<file path="config.mk">
export PLATFORM = sky130hd
export DESIGN_NAME = bank_mux_bus
export DESIGN_NICKNAME = d
export VERILOG_FILES = /design/src/rtl/bank_mux_pkg.sv /design/src/rtl/bmx_phase_track.sv /design/src/rtl/bmx_req_latch.sv /design/src/rtl/bmx_pin_drive.sv /design/src/rtl/bmx_rd_capture.sv /design/src/rtl/bank_mux_bus.sv
export SDC_FILE = /design/constraint.sdc
export NUM_CORES = 1
export LEC_CHECK = 0
export ABC_AREA = 1
export CORE_MARGIN = 4
export CORE_UTILIZATION = 44
export DETAILED_ROUTE_END_ITERATION = 6
export PLACE_DENSITY_LB_ADDON = 0.15
export SYNTH_ARGS = -nofsm -noshare
export SYNTH_HDL_FRONTEND = slang
export SYNTH_SLANG_ARGS = --single-unit
</file>
<file path="constraint.sdc">
create_clock -name clk -period 1.4 [get_ports clk]
set_input_delay 0.21 -clock clk [delete_from_list [all_inputs] [get_ports clk]]
set_output_delay 0.21 -clock clk [all_outputs]
set_load 0.1 [all_outputs]
</file>
<file path="src/rtl/bank_mux_pkg.sv">
package bank_mux_pkg;

    localparam int LOW_ADDR_W  = 16;
    localparam int BYTE_W      = 8;
    localparam int FULL_ADDR_W = LOW_ADDR_W + BYTE_W;

    typedef enum logic {
        PH_ADDR = 1'b0,
        PH_DATA = 1'b1
    } bus_phase_e;

    typedef struct packed {
        logic [BYTE_W-1:0]     bank;
        logic [LOW_ADDR_W-1:0] low;
        logic [BYTE_W-1:0]     wdata;
        logic                  is_read;
    } bus_req_t;

    localparam bus_req_t REQ_IDLE = '{bank: '0, low: '0, wdata: '0, is_read: 1'b1};

    function automatic bus_req_t make_req(
        input logic [FULL_ADDR_W-1:0] addr,
        input logic [BYTE_W-1:0]      wdata,
        input logic                   is_read
    );
        bus_req_t r;
        r.bank    = addr[FULL_ADDR_W-1:LOW_ADDR_W];
        r.low     = addr[LOW_ADDR_W-1:0];
        r.wdata   = wdata;
        r.is_read = is_read;
        return r;
    endfunction

endpackage

</file>
<file path="src/rtl/bmx_phase_track.sv">
module bmx_phase_track
    import bank_mux_pkg::*;
(
    input  logic       clk,
    input  logic       rst,
    input  logic       phi,
    output bus_phase_e phase_q,
    output logic       cycle_edge
);
    // A new cycle begins when the address half follows a data half.
    assign cycle_edge = (phase_q == PH_DATA) && (phi == 1'b0);

    always_ff @(posedge clk) begin
        if (rst) begin
            phase_q <= PH_DATA;
        end else begin
            phase_q <= bus_phase_e'(phi);
        end
    end
endmodule

</file>
<file path="src/rtl/bmx_req_latch.sv">
module bmx_req_latch
    import bank_mux_pkg::*;
(
    input  logic     clk,
    input  logic     rst,
    input  logic     load,
    input  bus_req_t req_in,
    output bus_req_t req_q
);
    always_ff @(posedge clk) begin
        if (rst) begin
            req_q <= REQ_IDLE;
        end else if (load) begin
            req_q <= req_in;
        end
    end
endmodule

</file>
<file path="src/rtl/bmx_pin_drive.sv">
module bmx_pin_drive
    import bank_mux_pkg::*;
(
    input  bus_phase_e            phase_q,
    input  bus_req_t              req_q,
    input  logic                  bus_en,
    output logic [LOW_ADDR_W-1:0] pin_addr,
    output logic                  pin_addr_oe,
    output logic [BYTE_W-1:0]     pin_data_out,
    output logic                  pin_data_oe,
    output logic                  pin_rw,
    output logic                  pin_rw_oe
);
    logic in_addr_half;
    assign in_addr_half = (phase_q == PH_ADDR);

    // Per-bit selection between the bank byte and the write byte.
    for (genvar b = 0; b < BYTE_W; b++) begin : g_dmux
        assign pin_data_out[b] = in_addr_half ? req_q.bank[b] : req_q.wdata[b];
    end

    assign pin_addr     = req_q.low;
    assign pin_rw       = req_q.is_read;
    assign pin_addr_oe  = bus_en;
    assign pin_rw_oe    = bus_en;
    assign pin_data_oe  = bus_en & (in_addr_half | ~req_q.is_read);
endmodule

</file>
<file path="src/rtl/bmx_rd_capture.sv">
module bmx_rd_capture
    import bank_mux_pkg::*;
(
    input  logic              clk,
    input  logic              rst,
    input  logic              cycle_edge,
    input  logic              is_read,
    input  logic [BYTE_W-1:0] pin_data_in,
    output logic [BYTE_W-1:0] rd_data
);
    always_ff @(posedge clk) begin
        if (rst) begin
            rd_data <= '0;
        end else if (cycle_edge && is_read) begin
            rd_data <= pin_data_in;
        end
    end
endmodule

</file>
<file path="src/rtl/bank_mux_bus.sv">
module bank_mux_bus
    import bank_mux_pkg::*;
(
    input  logic                   clk,
    input  logic                   rst,
    input  logic                   phi,
    input  logic                   bus_en,
    input  logic [FULL_ADDR_W-1:0] core_addr,
    input  logic [BYTE_W-1:0]      core_wdata,
    input  logic                   core_read,
    output logic [LOW_ADDR_W-1:0]  pin_addr,
    output logic                   pin_addr_oe,
    output logic [BYTE_W-1:0]      pin_data_out,
    output logic                   pin_data_oe,
    input  logic [BYTE_W-1:0]      pin_data_in,
    output logic                   pin_rw,
    output logic                   pin_rw_oe,
    output logic [BYTE_W-1:0]      rd_data
);
    bus_phase_e phase_q;
    logic       cycle_edge;
    bus_req_t   req_q;
    bus_req_t   req_next;

    assign req_next = make_req(core_addr, core_wdata, core_read);

    bmx_phase_track u_phase (
        .clk        (clk),
        .rst        (rst),
        .phi        (phi),
        .phase_q    (phase_q),
        .cycle_edge (cycle_edge)
    );

    bmx_req_latch u_req (
        .clk    (clk),
        .rst    (rst),
        .load   (cycle_edge),
        .req_in (req_next),
        .req_q  (req_q)
    );

    bmx_pin_drive u_drive (
        .phase_q      (phase_q),
        .req_q        (req_q),
        .bus_en       (bus_en),
        .pin_addr     (pin_addr),
        .pin_addr_oe  (pin_addr_oe),
        .pin_data_out (pin_data_out),
        .pin_data_oe  (pin_data_oe),
        .pin_rw       (pin_rw),
        .pin_rw_oe    (pin_rw_oe)
    );

    bmx_rd_capture u_cap (
        .clk         (clk),
        .rst         (rst),
        .cycle_edge  (cycle_edge),
        .is_read     (req_q.is_read),
        .pin_data_in (pin_data_in),
        .rd_data     (rd_data)
    );
endmodule

</file>
; Word-level counts from Yosys, hierarchy flattened
; Index checks and enable logic that the tools add are counted.
[word_totals]
regBits = 42
out_inout_bits = 36
word_cells = 21
[op_classes]
bitwise = 5
reduce_logical = 2
muxes = 8
[ops]
columns = operator, count
row1 = $mux 1, 8
row2 = $not 1->1, 3
row3 = $logic_and 1x1->1, 2
row4 = $and 1x1->1, 1
row5 = $or 1x1->1, 1

; Longest topological paths before layout
; Gate-level depths: netlist (run 1).
[depth]
word_depth = 3
mapped_depth = 6
mapped_depth_nobuf = 5

; Cells and area by module
; Synthesis (run 1) repeated with hierarchy kept, for this count alone.
[hier_totals]
hier_cells = 312
hier_area_um2 = 1979.4
[by_module_without_submodules]
columns = mod, area_each_um2, instances, cells_each
row1 = bmx_req_latch, 1347.5, 1, 208
row2 = bmx_rd_capture, 336.6, 1, 51
row3 = bmx_pin_drive, 256.5, 1, 47
row4 = bmx_phase_track, 38.8, 1, 6

; Worst setup path before layout (run 1)
; OpenSTA, ideal clock, no wires.
[synth_path]
kind = flip-flop to output port
startpoint = register u_req.req_q[0] (netlist name)
endpoint = output port pin_data_oe
stages_incl_launch_ff = 2
path_slack_ps = -1798
required_time_ps = 1190
arrival_ps = 2988
path_cell_list = dfxtp_1 a21boi_0
[synth_between]
elab_chain_cells = 3
[synth_lines]
columns = element, line
row1 = $not 1->1, bmx_pin_drive.sv:26  ; assign pin_data_oe = bus_en & (in_addr_half | ~req_q.is_read);
row2 = $or 1x1->1, bmx_pin_drive.sv:26
row3 = $and 1x1->1, bmx_pin_drive.sv:26
row4 = end: declaration, bank_mux_bus.sv:14  ; output logic pin_data_oe,
; Every way passes these cells.

; Worst setup path in the final report (run 1)
[layout_path]
startpoint = register u_phase.phase_q
endpoint = output port pin_data_out[3]
[layout_between]
elab_chain_cells = 1
[layout_lines]
columns = element, line
row1 = start: declaration, bmx_phase_track.sv:7  ; output bus_phase_e phase_q,
row2 = start signal: assignment, bmx_phase_track.sv:17  ; phase_q <= bus_phase_e'(phi);
row3 = $mux 1, bmx_pin_drive.sv:19  ; assign pin_data_out[b] = in_addr_half ? req_q.bank[b] : req_q.wdata[b];
row4 = end: declaration, bank_mux_bus.sv:13  ; output logic [BYTE_W-1:0] pin_data_out,
; Every way passes these cells.

==> flow_summary.yaml, run 1 <==
status:
  outcome: "completed"
route:
  route.detailed.wl_per_inst_um: 13.06
  routed-via-count: 1684
  met3WireLength_um: 375
  drtAntennaViolNets: 0
  drcViolationCount: 0
  top_layer: "met4"
  route.layer.met1.wl_um: 1906
  post_drt_via_cell_ratio: 4.704
  detailroute.wirelength.met2_um: 2359
  drt_pass1_iterations: 4
  route.final.wire_length_um: 4676
  dr.first_iter.drc_count: 91
worst_setup_path:
  crit_family: "flip-flops"
  r2r.worst_path.cells: 4
  cp-end-kind: "output pin"
  path_cells: "buf_6 -> nand2_1 -> nand2_2 -> buf_12"
  critPathLaunchType: "register"
  worstSetupPathDepth: 4
  crit_required_ns: 1.19
  startpoint_of_the_worst_slack_reg_to_reg_timing_path: "u_phase.phase_q$_SDFF_PP1_"
  crit_slowest_cell: "sky130_fd_sc_hd__dfxtp_4"
  rrSetupSlack_ns: 0.17
  worstPathBufferInverterCount: 2
  critPathMaxFanout: 6
  reg_to_reg_endpoint: "u_req.req_q[15]$_SDFFE_PP0P_"
  startpoint: "u_phase.phase_q$_SDFF_PP1_"
  cp_slowest_stage_delay_ns: 0.40
  endpoint: "pin_data_out[3]"
  arrival_time_worst_endpoint_ns: 1.16
  timing.setup.critical_path_class: "reg -> out"
sta:
  max_slew_margin_pct: 63.79
  setup_tns_ns: 0
  hold-worst-slack_ns: 0.4898
  finalHoldViolCount: 0
  grt_setup_unrepaired: "yes"
  worst_slew_pin_slew_ns: 0.5424
  timing.final.max_slew_violations: 0
  worst_clock_skew_ns: 0.003594
  achievable-frequency_ghz: 0.7322
  final.setup.worst_slack_ns: 0.03435
  post-route-min-period_ns: 1.366
  setup-violations-final: 0
  min_period_over_period_pct: 97.55
global_routing:
  grt_usage_pct: 18.68
  grt_overflow_total: 0
  grt_start_max_net_pins: 43
  grt_pass1_vias: 1647
  number_of_antenna_violations_at_the_first_check_in_global_routing: 0
  grt_first_pass_wirelength_um: 7521
layout:
  area_delta_synth_final_pct: 74.17
  layout.nets: 354
  utilization_after_layout_pct: 80.68
  final_layout_size_suffix_gt1_share_pct: 22.58
  insertedDiodeCount: 0
  mostFrequentLayoutCells: "80 x sky130_fd_sc_hd__nor2_1, 44 x sky130_fd_sc_hd__clkdlybuf4s50_1, 40 x sky130_fd_sc_hd__dfxtp_1"
  layout.cells.most_common: "sky130_fd_sc_hd__nor2_1"
yosys:
  synth_nets: 288
  syn_area_per_cell_sq_um: 7.136
  synthesis.instances: 243
  syn_area_sq_mm: 0.001734
  synthesis.yosys.warnings: 0
  ys_seq_elements: 42
  synth_cell_types: 15
  seq_area_frac_synth_pct: 48.48
floorplanning:
  x_dimension_of_the_die_um: 70.78
  boundaryPins: 81
  fp.coreArea_sq_mm: 0.003744
  floorplan.die_area_sq_mm: 0.005010
  floorplan.rows: 22
  dieHeight_um: 70.78
  floorplan.initialDensity_pct: 46.32
clock_network:
  cts.htree.levels: 2
  tritoncts_num_sinks: 42
  cts_buffers: 5
  cts-root-to-sink-buffers: 2
  clkTransAtPathRegs_ns: 0.08
  cts_root_buffer: "sky130_fd_sc_hd__clkbuf_8"
  worst_skew_pair.late_latency_ns: 0.29
  tritoncts: "built"
  cts.hold.buffers_added: 0
placement:
  place_hpwl_um: 3421
  place_congestion: 0.7566
  dp_slack_ns: -0.1441
  place.port_buffers: 80
power_and_ir_drop:
  power_density_normalized_to_cell_area_mw_per_mm2: 1274
  irDropWorstVdd_v: 0.001083
  power_leakage_uw: 0.001331
flow_run:
  drv_cap: 0
min_path:
  worstHoldPathType: "in -> reg"
## stage by stage
stage / cell area [sq um] / power [uW] / std cells
6_report: 3020 / 3849 / 358
5_1_grt: 3020 / 3979 / 358
4_1_cts: 3012 / 3874 / 358
3_5_place_dp: 2863 / 2745 / 349
3_3_place_gp: 2863 / 2719 / 349
2_1_floorplan: 1767 / 2226 / 243
## cell families (layout without fill, tap and decap cells)
kind of cell	count (synthesis)	in the layout	synth area share, %
simple gates	126	126	27.85
flops	42	42	48.49
buf+inv	42	109	14.00
compound gates	33	33	9.668
## state kept, by name, indices dropped and copies added, names as in the netlist
signal,cells
u_cap.rd_data,8
u_req.req_q,33
u_phase.phase_q,1
## layer usage
layer  up-vias  track usage (%)
met5         -                0
met4         0            3.132
met3         6            7.102
met2        51            33.26
met1       771            21.56
li1        856                -
## cell type report
type | count | area [sq um]
Timing Repair Buffer | 89 | 1245
Sequential cell | 42 | 845.8
Fill cell | 245 | 723.2
Multi-Input combinational cell | 159 | 684.4
Clock buffer | 5 | 68.82
Clock inverter | 3 | 68.82
Tap cell | 48 | 60.06
Inverter | 12 | 47.55
## synthesized netlist by cell type
| library cell | instances | area [sq um] |
|---|---|---|
| sky130_fd_sc_hd__clkbuf_2 | 3 | 15.01 |
| sky130_fd_sc_hd__o21ai_1 | 3 | 15.01 |
| sky130_fd_sc_hd__buf_2 | 2 | 10.01 |
| sky130_fd_sc_hd__o21ai_0 | 29 | 145.1 |
| sky130_fd_sc_hd__nand3_2 | 1 | 10.01 |
| sky130_fd_sc_hd__clkbuf_1 | 4 | 15.01 |
| sky130_fd_sc_hd__nand3_1 | 1 | 5.000 |
| sky130_fd_sc_hd__nand2_2 | 1 | 6.260 |
| sky130_fd_sc_hd__buf_4 | 21 | 157.7 |
| sky130_fd_sc_hd__dfxtp_1 | 42 | 840.8 |
| sky130_fd_sc_hd__inv_1 | 10 | 37.54 |
| sky130_fd_sc_hd__nand2_1 | 43 | 161.4 |
| sky130_fd_sc_hd__a21boi_0 | 1 | 7.510 |
| sky130_fd_sc_hd__nor2_1 | 80 | 300.3 |
| sky130_fd_sc_hd__inv_2 | 2 | 7.510 |
## where the power goes
| group | internal (uW) | switching, uW | total (uW) |
|---|---|---|---|
| Clock | 714 | 417 | 1130 |
| Combinational | 513 | 833 | 1350 |
| Sequential | 1290 | 84.4 | 1370 |
| Total | 2510 | 1330 | 3850 |
## worst reg2reg max path, cell delays in order (launching register included)
cell                      delay, ns
sky130_fd_sc_hd__dfxtp_4       0.40
sky130_fd_sc_hd__nand2_2       0.09
sky130_fd_sc_hd__inv_2         0.41
sky130_fd_sc_hd__nor2_1        0.12
sky130_fd_sc_hd__nor2_1        0.15
## worst min-delay path by stage
stage	start	endpoint	slack, ns	cells past startpoint
6_report	core_read	u_req.req_q[0]$_SDFFE_PP1P_	0.49	3
5_1_grt	core_read	u_req.req_q[0]$_SDFFE_PP1P_	0.50	3
4_1_cts	u_req.req_q[3]$_SDFFE_PP0P_	u_req.req_q[3]$_SDFFE_PP0P_	0.49	2
3_3_place_gp	u_req.req_q[6]$_SDFFE_PP0P_	u_req.req_q[6]$_SDFFE_PP0P_	0.46	2
2_1_floorplan	phi	u_phase.phase_q$_SDFF_PP1_	0.32	2
3_5_place_dp	u_req.req_q[3]$_SDFFE_PP0P_	u_req.req_q[3]$_SDFFE_PP0P_	0.47	2
## timing repair
item                       4_1_cts  5_1_grt
hold endpoints to repair         0        0
pin swaps                        0        7
setup endpoints to repair        9        9
resized for setup                3        3
setup buffers                    1        0
No activity file was read; power rests on OpenSTA's default activity.
==> run 2, diff against run 1 <==
--- a/config.mk
+++ b/config.mk
@@ -5,8 +5,7 @@
 export SDC_FILE = /design/constraint.sdc
 export NUM_CORES = 1
 export LEC_CHECK = 0
-export ABC_AREA = 1
-export CORE_MARGIN = 4
+export CORE_MARGIN = 2
 export CORE_UTILIZATION = 44
 export DETAILED_ROUTE_END_ITERATION = 6
 export PLACE_DENSITY_LB_ADDON = 0.15
==> flow_summary.yaml, run 2 <==
placement:
  post_dp_cell_area_sq_mm: 0.002825
  place_congestion: 0.6883
  place_hpwl_um: 3038
  place.port_buffers: 80
  dp_slack_ns: -0.01827
  placed_cells: 315
sta:
  achievable-frequency_ghz: 0.6689
  setup_tns_ns: -0.7307
  post-route-min-period_ns: 1.495
  final.setup.worst_slack_ns: -0.09492
  grt_setup_unrepaired: "yes"
  max_slew_margin_pct: 81.17
  timing.final.max_slew_violations: 0
  finalHoldViolCount: 0
  hold-worst-slack_ns: 0.4558
  worst_slew_pin_slew_ns: 0.2825
  setup-violations-final: 9
  min_period_over_period_pct: 106.8
  worst_clock_skew_ns: 0.004629
route:
  dr.first_iter.drc_count: 107
  route.final.wire_length_um: 4330
  drtAntennaViolNets: 0
  drcViolationCount: 0
  route.detailed.wl_per_inst_um: 13.36
  routed-via-count: 1555
  drt_pass1_iterations: 4
  post_drt_via_cell_ratio: 4.799
layout:
  insertedDiodeCount: 0
  final_layout_size_suffix_gt1_share_pct: 23.55
  area_delta_synth_final_pct: 73.04
  mostFrequentLayoutCells: "82 x sky130_fd_sc_hd__nand2_1, 44 x sky130_fd_sc_hd__clkdlybuf4s50_1, 40 x sky130_fd_sc_hd__a21oi_1, 40 x sky130_fd_sc_hd__buf_12, 40 x sky130_fd_sc_hd__dfxtp_1"
  largest_registers: "u_req.req_q: 33 flops, u_cap.rd_data: 8 flops, u_phase.phase_q: 1 flops"
  layoutNonFillerInstCount: 324
  layout.cells.most_common: "sky130_fd_sc_hd__nand2_1"
  postLayoutCellArea_sq_mm: 0.002979
  largest_reg_flops: 33
  fill_cells: 233
  layout.nets: 320
  max_flop_register: "u_req.req_q"
clock_network:
  tritoncts_num_sinks: 42
  clkTransAtPathRegs_ns: 0.08
  cts_buffers: 5
  worst_skew_pair.late_latency_ns: 0.29
  cts.htree.levels: 2
  cts-root-to-sink-buffers: 2
  cts.hold.buffers_added: 0
  tritoncts: "built"
  cts_root_buffer: "sky130_fd_sc_hd__clkbuf_8"
global_routing:
  number_of_antenna_violations_at_the_first_check_in_global_routing: 0
  grt_usage_pct: 21.32
  grt_pass1_vias: 1532
  grt_start_max_net_pins: 34
  grt_overflow_total: 0
  grt_first_pass_wirelength_um: 7093
yosys:
  synthDominantAreaCellType: "sky130_fd_sc_hd__dfxtp_1"
  syn_area_per_cell_sq_um: 8.121
  synth_top_area_share_pct: 48.84
  synth.most_common_cell: "sky130_fd_sc_hd__nand2_1"
  syn_area_sq_mm: 0.001722
  ys_async_sr_fraction_pct: 0
  synthesis.instances: 212
  seq_area_frac_synth_pct: 48.84
  netlist_top_cells_count: "82 x sky130_fd_sc_hd__nand2_1, 42 x sky130_fd_sc_hd__dfxtp_1, 40 x sky130_fd_sc_hd__a21oi_1"
  synth_ff_type: "sky130_fd_sc_hd__dfxtp_1"
  synth_cell_types: 16
  ys_seq_elements: 42
  synth_nets: 257
  synth-edff-count: 0
  synthesis.yosys.warnings: 0
  synth_area_leaders: "sky130_fd_sc_hd__dfxtp_1 49%, sky130_fd_sc_hd__nand2_1 18%, sky130_fd_sc_hd__a21oi_1 12%"
min_path:
  hold_path_depth: 3
  worstHoldPathType: "in -> reg"
  hold_end: "u_cap.rd_data[7]$_SDFFE_PP0P_"
  worst_hold_startpoint: "pin_data_in[7]"
floorplanning:
  floorplan.die_area_sq_mm: 0.004429
  fp.coreArea_sq_mm: 0.003716
  dieHeight_um: 66.55
  boundaryPins: 81
  x_dimension_of_the_die_um: 66.55
  floorplan.rows: 22
  floorplan.initialDensity_pct: 46.33
worst_setup_path:
  critPathMaxFanout: 6
  startpoint_of_the_worst_slack_reg_to_reg_timing_path: "u_phase.phase_q$_SDFF_PP1_"
  reg_to_reg_endpoint: "u_req.req_q[5]$_SDFFE_PP0P_"
  arrival_time_worst_endpoint_ns: 1.28
  critPathLaunchType: "register"
  cp-end-kind: "output pin"
  rrSetupSlack_ns: 0.15
  timing.setup.critical_path_class: "reg -> out"
  crit_required_ns: 1.19
  r2r.worst_path.cells: 6
  startpoint: "u_phase.phase_q$_SDFF_PP1_"
power_and_ir_drop:
  irDropWorstVdd_v: 0.0007286
  power_density_normalized_to_cell_area_mw_per_mm2: 1071
  power_leakage_uw: 0.001204
flow_run:
  drv_cap: 0
status:
  outcome: "finished with violations"
  violations_in_the_final_reports: "setup timing"
## run 2: cell count changes after synthesis, sizes merged
cell,delta
mux2,+8
and2b,+1
nand2b,+1
and3b,+1
a21oi,+40
nand3b,+2
or2,+1
nand3,-2
o21ai,-32
nand2,+38
buf,+3
inv,-12
nor2,-80
## run 2: worst max-delay path: stages (launching register included)
cell	delay, ns
sky130_fd_sc_hd__dfxtp_2	0.36
sky130_fd_sc_hd__buf_8	0.14
sky130_fd_sc_hd__mux2_4	0.32
sky130_fd_sc_hd__buf_12	0.17
## run 2: worst max path at each step
| stage | end | slack (ns) | cells after the start |
|---|---|---|---|
| 3_3_place_gp | u_req.req_q[28]$_SDFFE_PP0P_ | 0.05 | 5 |
| 5_1_grt | pin_data_out[2] | -0.13 | 3 |
| 2_1_floorplan | pin_data_oe | 0.03 | 1 |
| 6_report | pin_data_out[2] | -0.09 | 3 |
| 3_5_place_dp | u_req.req_q[20]$_SDFFE_PP0P_ | -0.02 | 5 |
| 4_1_cts | pin_data_out[4] | -0.1 | 3 |
## run 2: per-layer routing
metal	vias up	GRT usage (%)	routed length, um
li1	787	-	-
met1	704	24.84	1764
met2	52	35.00	2174
met3	12	6.081	271
met4	0	11.73	120
met5	-	0	0
## run 2: cell families (layout without fill, tap and decap cells)
family	after synthesis	count (layout)	share of synthesized area, %
AOI/OAI and AO/OA	41	41	12.06
and+or+nand+nor	88	88	20.64
buffers and inverters	33	97	13.23
DFF	42	42	48.84
muxes	8	8	5.233
## run 2: through the flow
step | util (%) | power, uW
CTS | 80.07 | 3210
detailed placement | 76.03 | 2403
finish | 80.17 | 3190
global route | 80.17 | 3320
floorplan | - | 1985
global placement | 76.03 | 2391
## run 2: report_power, final
part | switching (uW) | total [uW] | internal (uW) | leakage [uW]
sequential | 61.0 | 1320 | 1260 | 0.000345
combinational | 628 | 1070 | 445 | 0.000811
clock | 394 | 792 | 398 | 0.0000482
## run 2: repair_timing
action | 4_1_cts | 5_1_grt
gates cloned | 0 | 0
buffers inserted | 1 | 0
setup endpoints to repair | 8 | 9
hold endpoints to repair | 0 | 0
gates resized for setup | 11 | 1
pin swaps | 1 | 0
## run 2: cell type report
cell class / count / area [sq um] / share of cell area, %
repair buffers: 89 / 1290 / 43.30
well taps: 48 / 60.06 / 2.016
clock buffers: 7 / 86.33 / 2.898
clock inverters: 1 / 5.005 / 0.1680
flip-flops and latches: 42 / 843.3 / 28.31
multi-input cells: 137 / 694.4 / 23.31
==> run 3, diff against run 2 <==
--- a/config.mk
+++ b/config.mk
@@ -12,3 +12,4 @@
 export SYNTH_ARGS = -nofsm -noshare
 export SYNTH_HDL_FRONTEND = slang
 export SYNTH_SLANG_ARGS = --single-unit
+export TNS_END_PERCENT = 100
==> results of run 3 <==
No change in the layout: final DEF, timing and power equal those of run 2.
